===== src/rtl/pairseq_pkg.sv =====
package pairseq_pkg;

   // Class of an input symbol as remembered for the next pair decision
   typedef enum logic [1:0] {
      CLS_FLAT = 2'd0,   // 00 or 11
      CLS_RISE = 2'd1,   // 01
      CLS_FALL = 2'd2    // 10
   } sym_class_e;

   // Effect of one ordered pair on the output bit
   typedef enum logic [1:0] {
      ACT_HOLD = 2'd0,
      ACT_CLR  = 2'd1,
      ACT_SET  = 2'd2,
      ACT_TGL  = 2'd3
   } pair_act_e;

   // State storage variants
   localparam int unsigned ENC_BINARY = 0;
   localparam int unsigned ENC_ONEHOT = 1;

   localparam int unsigned NUM_CLASSES = 3;
   localparam int unsigned NUM_STATES  = NUM_CLASSES * 2;

endpackage


===== src/rtl/pairseq_classify.sv =====
module pairseq_classify
   import pairseq_pkg::*;
(
   input  logic       sym_hi,
   input  logic       sym_lo,
   output sym_class_e cls,
   output logic       is_both_high
);

   always_comb begin
      unique case ({sym_hi, sym_lo})
         2'b01:   cls = CLS_RISE;
         2'b10:   cls = CLS_FALL;
         default: cls = CLS_FLAT;
      endcase
   end

   assign is_both_high = sym_hi & sym_lo;

endmodule


===== src/rtl/pairseq_rule.sv =====
module pairseq_rule
   import pairseq_pkg::*;
(
   input  sym_class_e prev_cls,
   input  sym_class_e cur_cls,
   input  logic       cur_both_high,
   output pair_act_e  act
);

   always_comb begin
      act = ACT_HOLD;
      unique case (prev_cls)
         CLS_RISE: if (cur_both_high)         act = ACT_CLR;
         CLS_FALL: if (cur_both_high)         act = ACT_SET;
                   else if (cur_cls == CLS_RISE) act = ACT_TGL;
         default:  act = ACT_HOLD;
      endcase
   end

endmodule


===== src/rtl/pairseq_state.sv =====
module pairseq_state
   import pairseq_pkg::*;
#(
   parameter int unsigned STATE_ENC = ENC_BINARY
) (
   input  logic       clk,
   input  logic       rst,
   input  sym_class_e nxt_cls,
   input  pair_act_e  act,
   output sym_class_e prev_cls,
   output logic       z_q
);

   initial begin
      if (STATE_ENC != ENC_BINARY && STATE_ENC != ENC_ONEHOT)
         $error("pairseq_state: STATE_ENC must be 0 or 1");
   end

   logic z_nxt;

   always_comb begin
      unique case (act)
         ACT_CLR: z_nxt = 1'b0;
         ACT_SET: z_nxt = 1'b1;
         ACT_TGL: z_nxt = ~z_q;
         default: z_nxt = z_q;
      endcase
   end

   generate
      if (STATE_ENC == ENC_ONEHOT) begin : g_onehot
         // bit index = class*2 + output value
         logic [NUM_STATES-1:0] st_q;
         logic [NUM_STATES-1:0] st_d;

         always_comb begin
            st_d = '0;
            st_d[{nxt_cls, z_nxt}] = 1'b1;
         end

         always_ff @(posedge clk) begin
            if (rst) st_q <= {{(NUM_STATES-1){1'b0}}, 1'b1};
            else     st_q <= st_d;
         end

         always_comb begin
            prev_cls = CLS_FLAT;
            z_q      = 1'b0;
            for (int i = 0; i < NUM_STATES; i++) begin
               if (st_q[i]) begin
                  prev_cls = sym_class_e'(i / 2);
                  z_q      = i[0];
               end
            end
         end

         p_onehot_legal_r1: assert property (@(posedge clk) disable iff (rst)
            $past(rst) |-> ($countones(st_q) == 1))
            else $error("one-hot state not legal");
      end else begin : g_binary
         sym_class_e cls_q;
         logic       zb_q;

         always_ff @(posedge clk) begin
            if (rst) begin
               cls_q <= CLS_FLAT;
               zb_q  <= 1'b0;
            end else begin
               cls_q <= nxt_cls;
               zb_q  <= z_nxt;
            end
         end

         assign prev_cls = cls_q;
         assign z_q      = zb_q;
      end
   endgenerate

endmodule


===== src/rtl/pairseq_ctrl.sv =====
module pairseq_ctrl
   import pairseq_pkg::*;
#(
   parameter int unsigned STATE_ENC = ENC_BINARY
) (
   input  logic clk,
   input  logic rst,
   input  logic in_a,
   input  logic in_b,
   output logic z_out
);

   sym_class_e cur_cls;
   sym_class_e prev_cls;
   logic       cur_hh;
   pair_act_e  act;
   logic       z_q;

   pairseq_classify u_classify (
      .sym_hi       (in_a),
      .sym_lo       (in_b),
      .cls          (cur_cls),
      .is_both_high (cur_hh)
   );

   pairseq_rule u_rule (
      .prev_cls      (prev_cls),
      .cur_cls       (cur_cls),
      .cur_both_high (cur_hh),
      .act           (act)
   );

   pairseq_state #(.STATE_ENC(STATE_ENC)) u_state (
      .clk      (clk),
      .rst      (rst),
      .nxt_cls  (cur_cls),
      .act      (act),
      .prev_cls (prev_cls),
      .z_q      (z_q)
   );

   assign z_out = z_q;

   // Reset and pair rules, checked against the port inputs
   p_reset_zero_r1: assert property (@(posedge clk)
      rst |=> (!z_out && prev_cls == CLS_FLAT))
      else $error("reset state wrong");

   p_clear_r2: assert property (@(posedge clk) disable iff (rst)
      (prev_cls == CLS_RISE && in_a && in_b) |=> !z_out)
      else $error("rise then 11 did not clear");

   p_set_r3: assert property (@(posedge clk) disable iff (rst)
      (prev_cls == CLS_FALL && in_a && in_b) |=> z_out)
      else $error("fall then 11 did not set");

   p_toggle_r4: assert property (@(posedge clk) disable iff (rst)
      (prev_cls == CLS_FALL && !in_a && in_b) |=> (z_out != $past(z_out)))
      else $error("fall then rise did not invert");

   p_hold_flat_r5: assert property (@(posedge clk) disable iff (rst)
      (prev_cls == CLS_FLAT || (!in_a && !in_b)) |=> $stable(z_out))
      else $error("output moved on a neutral pair");

   p_history_r6: assert property (@(posedge clk) disable iff (rst)
      1'b1 |=> (prev_cls == ($past(in_a) ^ $past(in_b) ?
                             ($past(in_a) ? CLS_FALL : CLS_RISE) : CLS_FLAT)))
      else $error("remembered class wrong");

endmodule


===== config.mk =====
export PLATFORM = sky130hd
export DESIGN_NAME = pairseq_ctrl
export DESIGN_NICKNAME = d
export VERILOG_FILES = /design/src/rtl/pairseq_pkg.sv /design/src/rtl/pairseq_classify.sv /design/src/rtl/pairseq_rule.sv /design/src/rtl/pairseq_state.sv /design/src/rtl/pairseq_ctrl.sv
export SDC_FILE = /design/constraint.sdc
export NUM_CORES = 1
export LEC_CHECK = 0
export ABC_AREA = 1
export BUFFER_PORTS_ARGS = -buffer_cell sky130_fd_sc_hd__buf_2
export CAP_MARGIN = 20
export CORE_AREA = 5 5 42 44
export DETAILED_ROUTE_END_ITERATION = 10
export DIE_AREA = 0 0 47 49
export GPL_TIMING_DRIVEN = 0
export MAX_ROUTING_LAYER = met4
export PLACE_DENSITY = 0.33
export SETUP_SLACK_MARGIN = 0.15
export SYNTH_ARGS = -nofsm -noshare
export SYNTH_HDL_FRONTEND = slang
export SYNTH_HIERARCHICAL = 1
export SYNTH_SLANG_ARGS = --single-unit

===== constraint.sdc =====
create_clock -name clk -period 1.1 [get_ports clk]
set_input_delay 0.11 -clock clk [delete_from_list [all_inputs] [get_ports clk]]
set_output_delay 0.11 -clock clk [all_outputs]
set_load 0.02 [all_outputs]

# Yosys cells after proc, flatten, opt, wreduce, memory -nomap -nowiden

Index checks and enable logic that the tools add are counted.

Register bits after elaboration: 3
Bits in latches: 0
RAM bits: 0
Memory bits (read-only): 0
Output and inout port bits: 1
Memories: 0

Add/sub/neg operators: 0
$mul: 0
Div/mod/pow operators: 0
$lt $le $gt $ge: 0
Equal/unequal tests: 8
Shifts and indexed selects: 0
Mux-type cells: 6
Bitwise gates (word level): 2
Reduce and logical (&&, ||, !) cells: 1

Operators by type and width:

| kind                                                             | count |
|---|---|
| 2-bit by 1-bit == test with 1-bit output (second input constant) | 4 |
| 2-bit == test (second input constant)                            | 4 |
| 2-bit one-hot mux with 2 select lines                            | 2 |
| 2-bit 2-to-1 mux                                                 | 2 |
| 1-bit one-hot mux with 3 select lines                            | 1 |
| 3-bit nonzero test                                               | 1 |
| 1-bit bitwise AND                                                | 1 |
| 1-bit 2-to-1 mux                                                 | 1 |
| 1-bit NOT                                                        | 1 |

# Logic depth before layout (Yosys ltp)

Depth in word-level cells: 8
Depth in mapped cells: 10
Mapped depth without buffers: 10

# Hierarchy

Netlist, hierarchy kept.

Modules (own cells, without submodules):

| module           | instances | cells each | area each (µm²) | sequential area each (µm²) |
|---|---|---|---|---|
| pairseq_state    | 1         | 12         | 96.3            | 60.1 |
| pairseq_rule     | 1         | 15         | 75.1            | 0.0 |
| pairseq_classify | 1         | 6          | 22.5            | 0.0 |

# Worst setup path after synthesis

Ideal clock, no wire load.

Kind: reg-to-reg
Start point: reg u_state.g_binary.cls_q[0] (netlist: u_state/prev_cls[0])
End point: reg u_state.g_binary.zb_q (netlist: u_state/z_q)
Setup time: 114 ps
Arrival: 943 ps
Data required time: 986 ps
Path slack: 43 ps
Stages on the path, launching flop included: 9
Cell sequence: dfxtp_1 -> inv_1 -> ha_1 -> inv_1 -> nand2_1 -> nor2_1 -> nand2_1 -> nand2_1 -> nor2_2

Longest elaborated chain between the ends: 4
Elaborated cells on any way between the ends: 8
Classes of those cells: 5 x eq/ne; 2 x mux; 1 x reduce/logical

Ends and longest elaborated chain:

| element                                                                            | RTL line            | source |
|---|---|---|
| start, declared                                                                    | pairseq_state.sv:61 | `sym_class_e cls_q;` |
| start signal, assigned                                                             | pairseq_state.sv:69 | `cls_q <= nxt_cls;` |
| 2-bit == test / 2-bit by 1-bit == test with 1-bit output (equally long branches)   | pairseq_rule.sv:12  | `unique case (prev_cls)` |
| 2-bit one-hot mux with 2 select lines (*)                                          | pairseq_rule.sv:12  |  |
| named net act[0]                                                                   | pairseq_ctrl.sv:16  | `pair_act_e act;` |
| 2-bit == test / 2-bit by 1-bit == test with 1-bit output (equally long branches)   | pairseq_state.sv:22 | `unique case (act)` |
| 1-bit one-hot mux with 3 select lines / 3-bit nonzero test (equally long branches) | -                   |  |
| end signal, assigned                                                               | pairseq_state.sv:70 | `zb_q <= z_nxt;` |
| end, declared                                                                      | pairseq_state.sv:62 | `logic zb_q;` |

Mark *: on every way through the listed nets, which the timed path passes. The rest lies on a longest branch.
A chain may end at the register's enable or synchronous reset.

# Final worst setup path

Same ends and word-level chain as after synthesis.

==> summary.md <==
| Metric | Value |
|---|---|
| Outcome | `finished, final reports clean` |
| Met1 WL | `roughly 160 um` |
| Routability congestion estimate from global placement | `0.6164` |
| CTS tree | `yes` |
| Detailed-route wire length per cell | `6.491 um` |
| Unrepaired setup endpoints after global routing | `yes` |
| Final layout net count | `48` |
| Maximum number of pins on one net before global-route repair | `4` |
| Number of placed cells counting well taps | `53` |
| Reported max-cap violation count | `0` |
| Worst hold-check slack | `0.06035 ns` |
| Drt pass-1 iters | `2` |
| Die ar. | `2303 sq um` |
| Aggregate global-route resource usage | `0.04467` |
| Insertion delay of the later-clocked pin in the worst-skew pair | `0.23 ns` |
| Clock buffers created by TritonCTS | `3` |
| Fin. Hold Viols | `0` |
| Core area | `between 1000 and 1500 sq um` |
| Die span in y | `49 um` |
| Cell accounting for the most synthesized area | `sky130_fd_sc_hd__dfxtp_1` |
| Number of global-route vias before repair | `168` |
| P_leak | `approximately 0.15 nW` |
| Area share of the largest cell type after synthesis | `0.3097` |
| Setup violators final | `0` |
| Area delta synth->final | `44.52%` |
| DRC marker count from the first detailed-route iteration | `4` |
| Final total negative setup slack | `0 ns` |
| Fin crit share | `0.9292` |
| Worst setup path category | `reg -> reg` |
| Post-Syn Area per Cell | `5.877 sq um` |
| Die width | `47 um` |
| Number of nets produced by synthesis | `39` |
| Fmax | `978.3 MHz` |
| Vias after detailed routing | `181` |
| Initial Utilization | `0.1384` |
| Clock Sink Count | `3` |
| Critical Path Start Type | `flip-flop` |
| Post-DR vias/cell | `3.175` |
| Highest ir drop seen on vdd | `slightly below 0.7 mV` |
| H-tree depth reported by CTS | `1` |
| Library cells used by synthesis | `7` |
| Number of storage elements in the synthesis netlist | `3` |
| Share of layout cells above drive strength 1 | `0.3659` |
| Post-DRT Antenna Nets | `0` |
| Routed length on met2 | `171 um` |
| Number of buffers inserted by post-CTS setup repair | `0` |
| Wire length of the first global-routing pass | `634 um` |
| Initial antenna violation count | `0` |
| Max clock buf depth | `2` |
| Instance count of the mapped netlist | `33` |
| Highest net fanout along the worst path | `2` |
| FILL cells | `approximately 170` |
| Number of buffers added on ports | `4` |
| Arrival time at the worst endpoint | `1.15 ns` |
| Tightest Pin Transition | `0.1384 ns` |
| Power Density | `around 1200 nW/um^2` |
| Top-level I/O count | `5` |
| Post-synthesis cell area | `193.9 sq um` |
| Worst-path clk slew | `0.04 ns` |
| Antenna fix cells | `0` |
| Total of warnings raised by yosys | `6` |
| Critical path endpoint category | `flip-flop` |
| Detailed-route DRC error count | `0` |
| Final cell count without fillers | `57` |
| Sequential share of the synthesized area | `0.3097` |
| Type of the worst min-delay path | `in -> reg` |
| Ranking of synthesized cells by area | `sky130_fd_sc_hd__dfxtp_1 (31%), sky130_fd_sc_hd__inv_1 (23%), sky130_fd_sc_hd__nand2_1 (14%), sky130_fd_sc_hd__nor2_1 (14%), sky130_fd_sc_hd__ha_1 (13%)` |
| Headroom to the max-slew limit | `0.9071` |
| Detail Placement HPWL | `270.8 um` |
| Fin Clk Skew | `0.004267 ns` |
| Max-slew violations | `0` |
| Req. time, crit path | `1.23 ns` |
| Global route overflow | `0` |
| Highest routing layer actually used | `met3` |
| Root Buffer | `sky130_fd_sc_hd__clkbuf_4` |
| Fin crit period | `1.022 ns` |
| Standard-cell row count | `14` |
| Routed met3 length | `~37 um` |
| Total wire length | `approximately 370 um` |
-- cell type report --
class | instances | area (sq um) | area share
Timing Repair Buffer | 4 | 20.02 | 0.07143
Inverter | 12 | 45.04 | 0.1607
Tap cell | 16 | 20.02 | 0.07143
Clock buffer | 4 | 26.28 | 0.09375
Multi-Input combinational cell | 18 | 106.4 | 0.3795
Sequential cell | 3 | 62.56 | 0.2232
-- report_power, final --
group	switching [mW]	total (mW)	internal (mW)
Clock	0.0552	0.191	0.136
Sequential	0.00290	0.116	0.114
Combinational	0.0231	0.0402	0.0171
-- cell usage after synthesis --
cell type and n:
sky130_fd_sc_hd__dfxtp_1 3, sky130_fd_sc_hd__ha_1 2, sky130_fd_sc_hd__o21ai_1 1, sky130_fd_sc_hd__inv_1 12
sky130_fd_sc_hd__nor2_1 7, sky130_fd_sc_hd__nand2_1 7, sky130_fd_sc_hd__nor2_2 1
-- worst paths after layout --
path	start	to	slack [ns]	cells after the start
max	u_state/prev_cls[0]	u_state/z_q	0.08	8
min	rst	u_state/prev_cls[0]	0.06	2
max reg2reg	u_state/prev_cls[0]	u_state/z_q	0.08	8
min reg2reg	u_state/z_q	u_state/z_q	0.52	2
-- logic make-up (layout without fill, tap and decap cells) --
family / Yosys count / after routing / share of synthesized area
flops: 3 / 3 / 0.3097
fa+ha+maj: 2 / 2 / 0.1290
compound gates: 1 / 1 / 0.02578
buf+inv: 12 / 20 / 0.2322
simple gates: 15 / 15 / 0.3033
-- sequential cells by signal (all words and copies together) (netlist names) --
name              flops
u_state/prev_cls      2
u_state/z_q           1
-- critical path, cell delays in order, from the launching register on --
cell	delay (ns)
sky130_fd_sc_hd__dfxtp_2	0.32
sky130_fd_sc_hd__inv_2	0.05
sky130_fd_sc_hd__ha_4	0.20
sky130_fd_sc_hd__inv_2	0.05
sky130_fd_sc_hd__nand2_2	0.05
sky130_fd_sc_hd__nor2_2	0.09
sky130_fd_sc_hd__nand2_1	0.05
sky130_fd_sc_hd__nand2_1	0.08
sky130_fd_sc_hd__nor2_2	0.03
-- metal layers --
metal	vias to the layer above	track usage
met5	-	-
met4	0	0.01382
met3	0	0.05535
met2	7	0.06335
met1	70	0.03493
li1	104	-
-- layout by cell type, fill, tap and decap left out --
master,netlist,final
sky130_fd_sc_hd__clkbuf_4,0,3
sky130_fd_sc_hd__dfxtp_2,0,2
sky130_fd_sc_hd__nand2_1,7,6
sky130_fd_sc_hd__inv_1,12,10
sky130_fd_sc_hd__nor2_1,7,6
sky130_fd_sc_hd__buf_2,0,4
sky130_fd_sc_hd__nor2_2,1,2
sky130_fd_sc_hd__dfxtp_1,3,1
sky130_fd_sc_hd__o21ai_1,1,1
sky130_fd_sc_hd__clkbuf_1,0,1
sky130_fd_sc_hd__ha_1,2,1
sky130_fd_sc_hd__ha_4,0,1
sky130_fd_sc_hd__inv_2,0,2
sky130_fd_sc_hd__nand2_2,0,1
-- timing repair --
action,4_1_cts,5_1_grt
resized for setup,5,1
pin swaps,4,4
setup endpoints to repair,1,1
hold buffers,0,0
-- per-stage QoR --
step / power [mW] / instance area [sq um] / setup WS [ns] / utilization
floorplan: 0.1388 / 195.2 / 0.05160 / -
global placement: 0.1508 / 235.2 / 0.004246 / 0.1679
detailed placement: 0.1509 / 235.2 / 0.008082 / 0.1679
CTS: 0.3593 / 277.8 / 0.06943 / 0.1982
global route: 0.3863 / 280.3 / 0.001232 / 0.2000
finish: 0.3475 / 280.3 / 0.07787 / 0.2000
(Power assumes the default switching activity.)
